File: src/rtl/cfgp_pkg.sv
package cfgp_pkg;

    localparam int SEL_W      = 32;
    localparam int LANES      = SEL_W / 8;
    localparam int OFF_W      = $clog2(LANES);
    localparam int EN_BIT     = 31;
    localparam int BUS_HI     = 23;
    localparam int BUS_LO     = 16;
    localparam int DFN_HI     = 15;
    localparam int DFN_LO     = 8;
    localparam int IDX_HI     = 7;
    localparam int IDX_LO     = 2;
    localparam int BUS_W      = BUS_HI - BUS_LO + 1;
    localparam int DFN_W      = DFN_HI - DFN_LO + 1;
    localparam int IDX_W      = IDX_HI - IDX_LO + 1;

    typedef enum logic [1:0] {
        SZ_BYTE  = 2'd0,
        SZ_WORD  = 2'd1,
        SZ_DWORD = 2'd2,
        SZ_BAD   = 2'd3
    } io_size_e;

    typedef enum logic [1:0] {
        CL_NONE = 2'd0,
        CL_SEL  = 2'd1,
        CL_WIN  = 2'd2
    } claim_e;

    typedef enum logic {
        ST_IDLE = 1'b0,
        ST_WAIT = 1'b1
    } fsm_e;

    typedef struct packed {
        fsm_e               st;
        logic               ready;
        logic [SEL_W-1:0]   rdata;
        logic               wr;
        logic [LANES-1:0]   be;
        logic [SEL_W-1:0]   wdata;
        logic [OFF_W-1:0]   off;
        io_size_e           size;
    } ctl_t;

endpackage

File: src/rtl/cfgp_decode.sv
module cfgp_decode
    import cfgp_pkg::*;
#(
    parameter int               ADDR_W   = 16,
    parameter logic [ADDR_W-1:0] SEL_PORT = 16'hCF8,
    parameter logic [ADDR_W-1:0] WIN_PORT = 16'hCFC
) (
    input  logic [ADDR_W-1:0] addr,
    input  io_size_e          size,
    output claim_e            kind,
    output logic [LANES-1:0]  be,
    output logic [OFF_W-1:0]  off
);

    localparam logic [ADDR_W-OFF_W-1:0] SEL_DW = SEL_PORT[ADDR_W-1:OFF_W];
    localparam logic [ADDR_W-OFF_W-1:0] WIN_DW = WIN_PORT[ADDR_W-1:OFF_W];

    logic [OFF_W:0] nbytes;
    logic           sel_hit;
    logic           win_hit;
    logic           aligned;

    assign off     = addr[OFF_W-1:0];
    assign sel_hit = (addr[ADDR_W-1:OFF_W] == SEL_DW);
    assign win_hit = (addr[ADDR_W-1:OFF_W] == WIN_DW);

    always_comb begin
        case (size)
            SZ_BYTE:  nbytes = (OFF_W+1)'(1);
            SZ_WORD:  nbytes = (OFF_W+1)'(2);
            SZ_DWORD: nbytes = (OFF_W+1)'(LANES);
            default:  nbytes = '0;
        endcase
    end

    // offset must be a multiple of the access width, and the width must be legal
    assign aligned = (nbytes != '0) &&
                     (({1'b0, off} & (nbytes - (OFF_W+1)'(1))) == '0);

    always_comb begin
        kind = CL_NONE;
        if (sel_hit && size == SZ_DWORD && off == '0) begin
            kind = CL_SEL;
        end else if (win_hit && aligned) begin
            kind = CL_WIN;
        end
    end

    for (genvar i = 0; i < LANES; i++) begin : g_be
        assign be[i] = (kind == CL_WIN) &&
                       ((OFF_W+1)'(i) >= {1'b0, off}) &&
                       ((OFF_W+1)'(i) <  ({1'b0, off} + nbytes));
    end

endmodule

File: src/rtl/cfgp_lanes.sv
module cfgp_lanes
    import cfgp_pkg::*;
(
    input  logic [LANES-1:0] be,
    input  logic [OFF_W-1:0] off,
    input  io_size_e         size,
    input  logic [SEL_W-1:0] io_wdata,
    input  logic [SEL_W-1:0] cfg_rdata,
    output logic [SEL_W-1:0] lane_wdata,
    output logic [SEL_W-1:0] lane_rdata
);

    localparam int SH_W = OFF_W + 3;

    logic [SH_W-1:0]  shamt;
    logic [SEL_W-1:0] up;
    logic [SEL_W-1:0] down;
    logic [OFF_W:0]   keep;

    assign shamt = {off, 3'b000};
    assign up    = io_wdata << shamt;
    assign down  = cfg_rdata >> shamt;

    always_comb begin
        case (size)
            SZ_BYTE:  keep = (OFF_W+1)'(1);
            SZ_WORD:  keep = (OFF_W+1)'(2);
            SZ_DWORD: keep = (OFF_W+1)'(LANES);
            default:  keep = '0;
        endcase
    end

    for (genvar j = 0; j < LANES; j++) begin : g_lane
        assign lane_wdata[8*j +: 8] = be[j] ? up[8*j +: 8] : 8'h00;
        assign lane_rdata[8*j +: 8] = ((OFF_W+1)'(j) < keep) ? down[8*j +: 8] : 8'h00;
    end

endmodule

File: src/rtl/cfgp_sel_reg.sv
module cfgp_sel_reg
    import cfgp_pkg::*;
(
    input  logic             clk,
    input  logic             rst_n,
    input  logic             load,
    input  logic [SEL_W-1:0] wdata,
    output logic [SEL_W-1:0] sel
);

    localparam logic [SEL_W-1:0] KEEP = ~(SEL_W'((1 << IDX_LO) - 1));

    logic [SEL_W-1:0] sel_d;
    logic [SEL_W-1:0] sel_q;

    always_comb begin
        sel_d = sel_q;
        if (load) begin
            sel_d = wdata & KEEP;
        end
    end

    always_ff @(posedge clk or negedge rst_n) begin
        if (!rst_n) begin
            sel_q <= '0;
        end else begin
            sel_q <= sel_d;
        end
    end

    assign sel = sel_q;

endmodule

File: src/rtl/cfg_port_decoder.sv
module cfg_port_decoder
    import cfgp_pkg::*;
#(
    parameter int               ADDR_W   = 16,
    parameter logic [ADDR_W-1:0] SEL_PORT = 16'hCF8,
    parameter logic [ADDR_W-1:0] WIN_PORT = 16'hCFC
) (
    input  logic              clk,
    input  logic              rst_n,
    input  logic              io_valid,
    input  logic [ADDR_W-1:0] io_addr,
    input  logic [1:0]        io_size,
    input  logic              io_write,
    input  logic [31:0]       io_wdata,
    output logic [31:0]       io_rdata,
    output logic              io_ready,
    output logic              cfg_req,
    output logic              cfg_write,
    output logic [7:0]        cfg_bus,
    output logic [7:0]        cfg_devfn,
    output logic [5:0]        cfg_reg,
    output logic [3:0]        cfg_be,
    output logic [31:0]       cfg_wdata,
    input  logic              cfg_ack,
    input  logic [31:0]       cfg_rdata
);

    claim_e           kind;
    logic [LANES-1:0] dec_be;
    logic [OFF_W-1:0] dec_off;
    logic [SEL_W-1:0] sel_w;
    logic             sel_load;
    logic [SEL_W-1:0] lane_wdata;
    logic [SEL_W-1:0] lane_rdata;
    io_size_e         size_in;
    ctl_t             ctl_d;
    ctl_t             ctl_q;
    logic             accept;

    assign size_in = io_size_e'(io_size);

    cfgp_decode #(
        .ADDR_W   (ADDR_W),
        .SEL_PORT (SEL_PORT),
        .WIN_PORT (WIN_PORT)
    ) u_decode (
        .addr (io_addr),
        .size (size_in),
        .kind (kind),
        .be   (dec_be),
        .off  (dec_off)
    );

    cfgp_sel_reg u_sel (
        .clk   (clk),
        .rst_n (rst_n),
        .load  (sel_load),
        .wdata (io_wdata),
        .sel   (sel_w)
    );

    // write path uses the live access, read path uses the captured one
    cfgp_lanes u_lanes (
        .be         (ctl_q.st == ST_WAIT ? ctl_q.be : dec_be),
        .off        (ctl_q.st == ST_WAIT ? ctl_q.off : dec_off),
        .size       (ctl_q.st == ST_WAIT ? ctl_q.size : size_in),
        .io_wdata   (io_wdata),
        .cfg_rdata  (cfg_rdata),
        .lane_wdata (lane_wdata),
        .lane_rdata (lane_rdata)
    );

    assign accept = io_valid && (ctl_q.st == ST_IDLE) && !ctl_q.ready;

    always_comb begin
        ctl_d       = ctl_q;
        ctl_d.ready = 1'b0;
        sel_load    = 1'b0;

        if (accept) begin
            case (kind)
                CL_SEL: begin
                    ctl_d.ready = 1'b1;
                    if (io_write) begin
                        sel_load    = 1'b1;
                        ctl_d.rdata = '0;
                    end else begin
                        ctl_d.rdata = sel_w;
                    end
                end
                CL_WIN: begin
                    if (sel_w[EN_BIT]) begin
                        ctl_d.st    = ST_WAIT;
                        ctl_d.wr    = io_write;
                        ctl_d.be    = dec_be;
                        ctl_d.off   = dec_off;
                        ctl_d.size  = size_in;
                        ctl_d.wdata = io_write ? lane_wdata : '0;
                    end else begin
                        ctl_d.ready = 1'b1;
                        ctl_d.rdata = '1;
                    end
                end
                default: begin
                    ctl_d.ready = 1'b1;
                    ctl_d.rdata = '1;
                end
            endcase
        end

        if (ctl_q.st == ST_WAIT && cfg_ack) begin
            ctl_d.st    = ST_IDLE;
            ctl_d.ready = 1'b1;
            ctl_d.rdata = ctl_q.wr ? '0 : lane_rdata;
        end
    end

    always_ff @(posedge clk or negedge rst_n) begin
        if (!rst_n) begin
            ctl_q <= '{st: ST_IDLE, ready: 1'b0, rdata: '0, wr: 1'b0,
                       be: '0, wdata: '0, off: '0, size: SZ_BYTE};
        end else begin
            ctl_q <= ctl_d;
        end
    end

    assign io_ready  = ctl_q.ready;
    assign io_rdata  = ctl_q.rdata;
    assign cfg_req   = (ctl_q.st == ST_WAIT);
    assign cfg_write = ctl_q.wr;
    assign cfg_be    = ctl_q.be;
    assign cfg_wdata = ctl_q.wdata;
    assign cfg_bus   = sel_w[BUS_HI:BUS_LO];
    assign cfg_devfn = sel_w[DFN_HI:DFN_LO];
    assign cfg_reg   = sel_w[IDX_HI:IDX_LO];

endmodule

File: config.mk
export PLATFORM = sky130hd
export DESIGN_NAME = cfg_port_decoder
export DESIGN_NICKNAME = d
export VERILOG_FILES = /design/src/rtl/cfgp_pkg.sv /design/src/rtl/cfgp_decode.sv /design/src/rtl/cfgp_lanes.sv /design/src/rtl/cfgp_sel_reg.sv /design/src/rtl/cfg_port_decoder.sv
export SDC_FILE = /design/constraint.sdc
export NUM_CORES = 1
export LEC_CHECK = 0
export BUFFER_PORTS_ARGS = -buffer_cell sky130_fd_sc_hd__clkbuf_2
export CAP_MARGIN = 40
export CORE_AREA = 2 2 118 120
export DETAILED_ROUTE_END_ITERATION = 8
export DIE_AREA = 0 0 120 122
export PLACE_DENSITY = 0.75
export SETUP_SLACK_MARGIN = 0.2
export SKIP_CTS_REPAIR_TIMING = 1
export SYNTH_ARGS = -nofsm -noshare
export SYNTH_HDL_FRONTEND = slang
export SYNTH_SLANG_ARGS = --single-unit
File: constraint.sdc
create_clock -name clk -period 2.3 [get_ports clk]
set_input_delay 0.23 -clock clk [delete_from_list [all_inputs] [get_ports clk]]
set_output_delay 0.23 -clock clk [all_outputs]
set_load 0.01 [all_outputs]
Word-level counts from Yosys, hierarchy flattened
Cells that the tools add are included.
W data, S select, Z words.

cells by class
  $add $sub $neg = 2
  magnitude comparators = 11
  equality and inequality tests = 9
  shift-type cells = 2
  multiplexer cells = 29
  bitwise operators = 2
  reductions and logical operators = 26

operators with widths
  operator                count
  $mux W32                3
  $mux W41                2
  $mux W75                1
  $pmux W33 S2            1
  $mux W8                 8
  $mux W34                1
  $mux W33                1
  $shl A32 B5 Y32         1
  $shr A32 B5 Y32         1
  $eq A14 B10 Y1 const B  2
  $pmux W3 S3             2
  $logic_and A1 B1 Y1     14
  $lt A1 B3 Y1 const A    4
  $lt A2 B3 Y1 const A    4
  $mux W2                 4
  $eq A2 B1 Y1 const B    3
  $eq A2 B2 Y1 const B    3
  $logic_not A2 Y1        3
  $reduce_and A3 Y1       2
  $reduce_bool A2 Y1      3
  $mux W1                 5
  $ge A1 B2 Y1 const A    2
  $mux W4                 1
  $add A2 B3 Y3           1
  9 further kinds         9

storage, ports and cells
  register bits after elaboration = 105
  output and inout bits = 93

Logic depth before layout (Yosys ltp)
  word-level depth = 19
  gate-level depth with buffers = 9
  mapped depth without buffers = 8

By module
From an unflattened synthesis, not the netlist that was laid out.

unflattened totals
  cells, all modules = 710
  area total of the unflattened synthesis = 7,031.7 um^2

modules (own cells, without submodules)
  module            instances  cells each  area each (um^2)  seq. area each (um^2)
  cfg_port_decoder  1          439         4,249.1           1,876.8
  cfgp_lanes        1          173         1,265.0           0.0
  cfgp_sel_reg      1          66          1,253.7           750.7
  cfgp_decode       1          32          264.0             0.0

Least setup slack after synthesis
OpenSTA, ideal clock, no wires.

  kind = register to register
  from = register ctl_q, in the netlist cfg_req
  to = register ctl_q, in the netlist io_rdata[24]
  setup time = 0.126 ns
  arrival = 2.066 ns
  required time = 2.174 ns
  path slack = 0.108 ns
  cell stages (with the launch flop) = 10
  cell sequence = dfrtp_1 buf_6 buf_6 mux2_2 ha_1 or3b_1 clkbuf_1 nor2_2 a21o_1 a221o_1

between the ends
  word-level cells in the longest chain between the ends = 7

ends and longest elaborated chain
  item                                        RTL line                 text
  from (decl)                                 cfg_port_decoder.sv:37   ctl_t ctl_q;
  from (signal assigned)                      cfg_port_decoder.sv:120  ctl_q <= '{st: ST_IDLE, ready: 1'b0, rdata: '0, wr: 1'b0,
  from (signal assigned)                      cfg_port_decoder.sv:123  ctl_q <= ctl_d;
  $mux W2                                     cfg_port_decoder.sv:66   .size (ctl_q.st == ST_WAIT ? ctl_q.size : size_in),
  $eq A2 B2 Y1, or another cell as far along  cfgp_lanes.sv:25         case (size)
  $pmux W3 S3                                 cfgp_lanes.sv:25
  $lt A2 B3 Y1                                cfgp_lanes.sv:35         assign lane_rdata[8*j +: 8] = ((OFF_W+1)'(j) < keep) ? down[8*j +: 8] : 8'h00;
  $mux W8                                     cfgp_lanes.sv:35
  $mux W32                                    cfg_port_decoder.sv:114  ctl_d.rdata = ctl_q.wr ? '0 : lane_rdata;
  $mux W34                                    cfg_port_decoder.sv:111  if (ctl_q.st == ST_WAIT && cfg_ack) begin

Several ways; a longest one is shown, not always the timed one.
A chain may end at the register's enable or synchronous reset.

Worst setup path in the final report
  from = register ctl_q, in the netlist cfg_req
  to = register ctl_q, in the netlist io_rdata[11]

between the ends
  word-level cells in the longest chain between the ends = 7

ends and longest elaborated chain
  item                                        RTL line
  $mux W2                                     cfg_port_decoder.sv:66
  $eq A2 B2 Y1, or another cell as far along  cfgp_lanes.sv:25
  $pmux W3 S3                                 cfgp_lanes.sv:25
  $lt A1 B3 Y1                                cfgp_lanes.sv:35
  $mux W8                                     cfgp_lanes.sv:35
  $mux W32                                    cfg_port_decoder.sv:114
  $mux W34                                    cfg_port_decoder.sv:111

Several ways; a longest one is shown, not always the timed one.

==> impl_metrics.yaml <==
yosys:
  yosys.area_share.adder: 0.00736
  yosysSeqAreaShare: 0.429
  async_flop_share: 1.00
  yosysTopAreaCell: "dfrtp_1"
  synthFlopType: "dfrtp_1"
  synthesis.nets: 646
  yosysTopAreaCellShare: 0.429
  muxShareOfSynthArea: 0.141
  synth_warnings: 0
  synth-seq-cells: 105
  yosysMostFrequentCell: "dfrtp_1"
  syn_avg_cell_area_sq_um: 11.0
  synthTopCellsByArea: "dfrtp_1 (43%), buf_4 (12%), mux2i_1 (7.7%)"
  yosys-top-cells-count: "dfrtp_1 (105), buf_4 (94), nand2_1 (57), mux2i_1 (47), mux2_2 (32)"
  synth_xor_area_frac: 0.00143
  yosys.area_share.simple: 0.0865
  synth-compound-area-share: 0.184
  synth_area_sq_mm: 0.00612
  synth_top_family_by_area: "compound AO/OA/AOI/OAI gates"
  synth_edf_count: 0
  yosysUniqueCellTypes: 57
  syn_inst: 556
global_route:
  busiest_layer: "met2"
  overflow: 0
  grt_first_pass_wirelength_um: 27500
  antenna_found_initial: 0
  grt_max_degree: 49
  use_met1: 0.331
  track_usage: 0.246
  grt.met3_usage: 0.0412
  grt_pass1_vias: 4795
  grt.met2_usage: 0.391
critical_path:
  reg2reg_from: "cfg_req"
  crit_type: "reg -> reg"
  reg2reg_to: "io_rdata[11]"
  worstPathMaxFanout: 24
  worstPathArrival_ns: 2.30
  rr_worst_depth: 6
  r2r_slack_ns: 0.24
  end_kind: "flop"
  required_ns: 2.54
  critical_path.startpoint_type: "flop"
pwr:
  clock_power_share: 0.385
  p_leak_nw: 3.46
  comb_power_share: 0.149
  switching_power_mw: 1.12
  power_density_mw_per_mm2: 604
  swShare: 0.268
  vdd.ir_drop.worst_mv: 0.281
  p_int_mw: 3.05
  p_total_mw: 4.16
  p_seq_frac: 0.466
floorplanning:
  core_area_sq_mm: 0.0135
  pin_count: 180
  die_h_um: 122
  rows: 43
  die_area_sq_mm: 0.0146
  initial_core_util: 0.453
  die_w_um: 120
cells_and_area:
  syn_to_final_growth_pct: 12.7
  layout.nets: 739
  diodes: 0
  layout-drive-gt1-share: 0.417
  nFillCells: 1215
sta:
  grt_setup_unrepaired: "true"
  fin_skew_ns: 0.00919
  fmax_mhz: 485
  period_minus_slack_ns: 2.06
  whs_ns: 0.112
  final_hold_viol_count: 0
  setup_viol: 0
  setup_slack_ns: 0.239
  tightest_slew_ns: 0.665
  slew_headroom: 0.557
  finalCritPeriodShare: 0.896
  maxSlewViolCount: 0
placement:
  place.detailed.hpwl_um: 13600
  place.gp.congestion: 0.925
  port_buffers: 179
  pre_cts_ws_ns: -0.0364
worst_hold_path:
  hold_path_end: "cfg_req"
  hold_path.class: "in -> reg"
  worstHoldStart: "cfg_ack"
  holdPathStages: 2
drt:
  drc: 0
  initialDrtViolationCount: 461
  avgRoutedWirePerCell_um: 21.4
  firstDrtPassIters: 6
  postRouteAntennaNets: 0
  vias_per_cell: 5.89
  via_count: 4910
  routed_wl_um: 17900
clock_tree:
  clock_latency_ns: 0.35
  cts_made_buffers: 9
  htree_levels: 3
  cts_sinks: 105
  clk_pin_slew_ns: 0.07
  cts_tree: "yes"
  clk_path_buf_depth: 2
  root_buffer: "clkbuf_16"
flow_run:
  drv_cap: 0
run_status:
  status: "finished, final reports clean"
[layout by cell type, fill, tap and decap left out, types with 3 or more instances in the layout]
master / netlist / final
buf_6: 12 / 3
buf_4: 94 / 15
o31ai_1: 3 / 3
dfrtp_1: 105 / 104
inv_1: 5 / 5
mux2i_1: 47 / 45
o21ai_1: 10 / 10
mux2_2: 32 / 32
nand2_1: 57 / 57
nor2b_1: 5 / 4
a22oi_1: 3 / 3
clkbuf_2: 0 / 179
o2bb2ai_1: 8 / 8
a22o_1: 17 / 17
clkbuf_16: 0 / 9
o221ai_1: 7 / 7
a21o_1: 15 / 14
a211o_1: 7 / 7
o21a_1: 3 / 3
buf_12: 0 / 3
o21ai_0: 20 / 20
a221o_1: 24 / 24
nand2b_1: 3 / 3
a32o_1: 8 / 8
nor2_1: 14 / 14
[flip-flops by register name (all words and copies together) (netlist names)]
register,cells
io_rdata,32
cfg_write,1
ctl_q,4
cfg_be,4
cfg_req,1
u_sel.sel,30
cfg_wdata,32
io_ready,1
[per-stage QoR]
step	setup TNS, ns	util	area (sq um)	cells
after floorplan	0	-	6130	556
after global placement	0	0.483	6520	814
after detailed placement	-0.240	0.484	6540	815
after CTS	0	0.506	6840	831
after global routing	0	0.511	6900	834
final	0	0.511	6900	834
[kinds of logic (layout without fill, tap and decap cells)]
group	after synthesis	after routing
compound gates	139	139
simple gates	102	102
fa+ha+maj	3	3
flops	105	105
xor+xnor	1	1
buf+inv	125	223
mux	81	81
[layer usage]
layer / part of all wire / wire length (um)
met1: 0.42 / 7530
met2: 0.47 / 8470
met3: 0.070 / 1250
met4: 0.035 / 623
met5: 0 / 0
[power by group through the flow]
stage | Sequential, mW | Combinational (mW) | Clock (mW)
floorplan | 1.96 | 0.402 | 0
global placement | 1.97 | 0.588 | 0
detailed placement | 1.98 | 0.607 | 0
CTS | 1.94 | 0.610 | 1.61
global route | 1.94 | 0.675 | 1.69
finish | 1.94 | 0.622 | 1.60
[worst max path at each step]
stage	startpoint	end	slack, ns
after CTS	cfg_req	io_rdata[11]	0.05
after global placement	io_size[0]	cfg_wdata[21]	0.1
final	cfg_req	io_rdata[11]	0.24
after detailed placement	io_size[0]	cfg_wdata[19]	-0.04
after floorplan	cfg_req	io_rdata[26]	0.21
after global routing	cfg_req	io_rdata[12]	0.18
[worst max-delay path, stage by stage (launching register included)]
cell and delay (ns):
dfrtp_2 0.49, mux2i_4 0.32, buf_12 0.23, mux2i_2 0.33
o2bb2ai_1 0.12, a21o_1 0.18, a221o_1 0.25
[final cells by class]
cell class | instances | area (sq um) | area share
multi-input cells | 326 | 2600 | 0.377
clock inverters | 5 | 61.3 | 0.00889
clock buffers | 11 | 243 | 0.0352
well taps | 180 | 225 | 0.0327
repair buffers | 201 | 1110 | 0.161
flip-flops and latches | 105 | 2630 | 0.381
inverters | 6 | 22.5 | 0.00327
No activity file was read; power rests on OpenSTA's default activity.
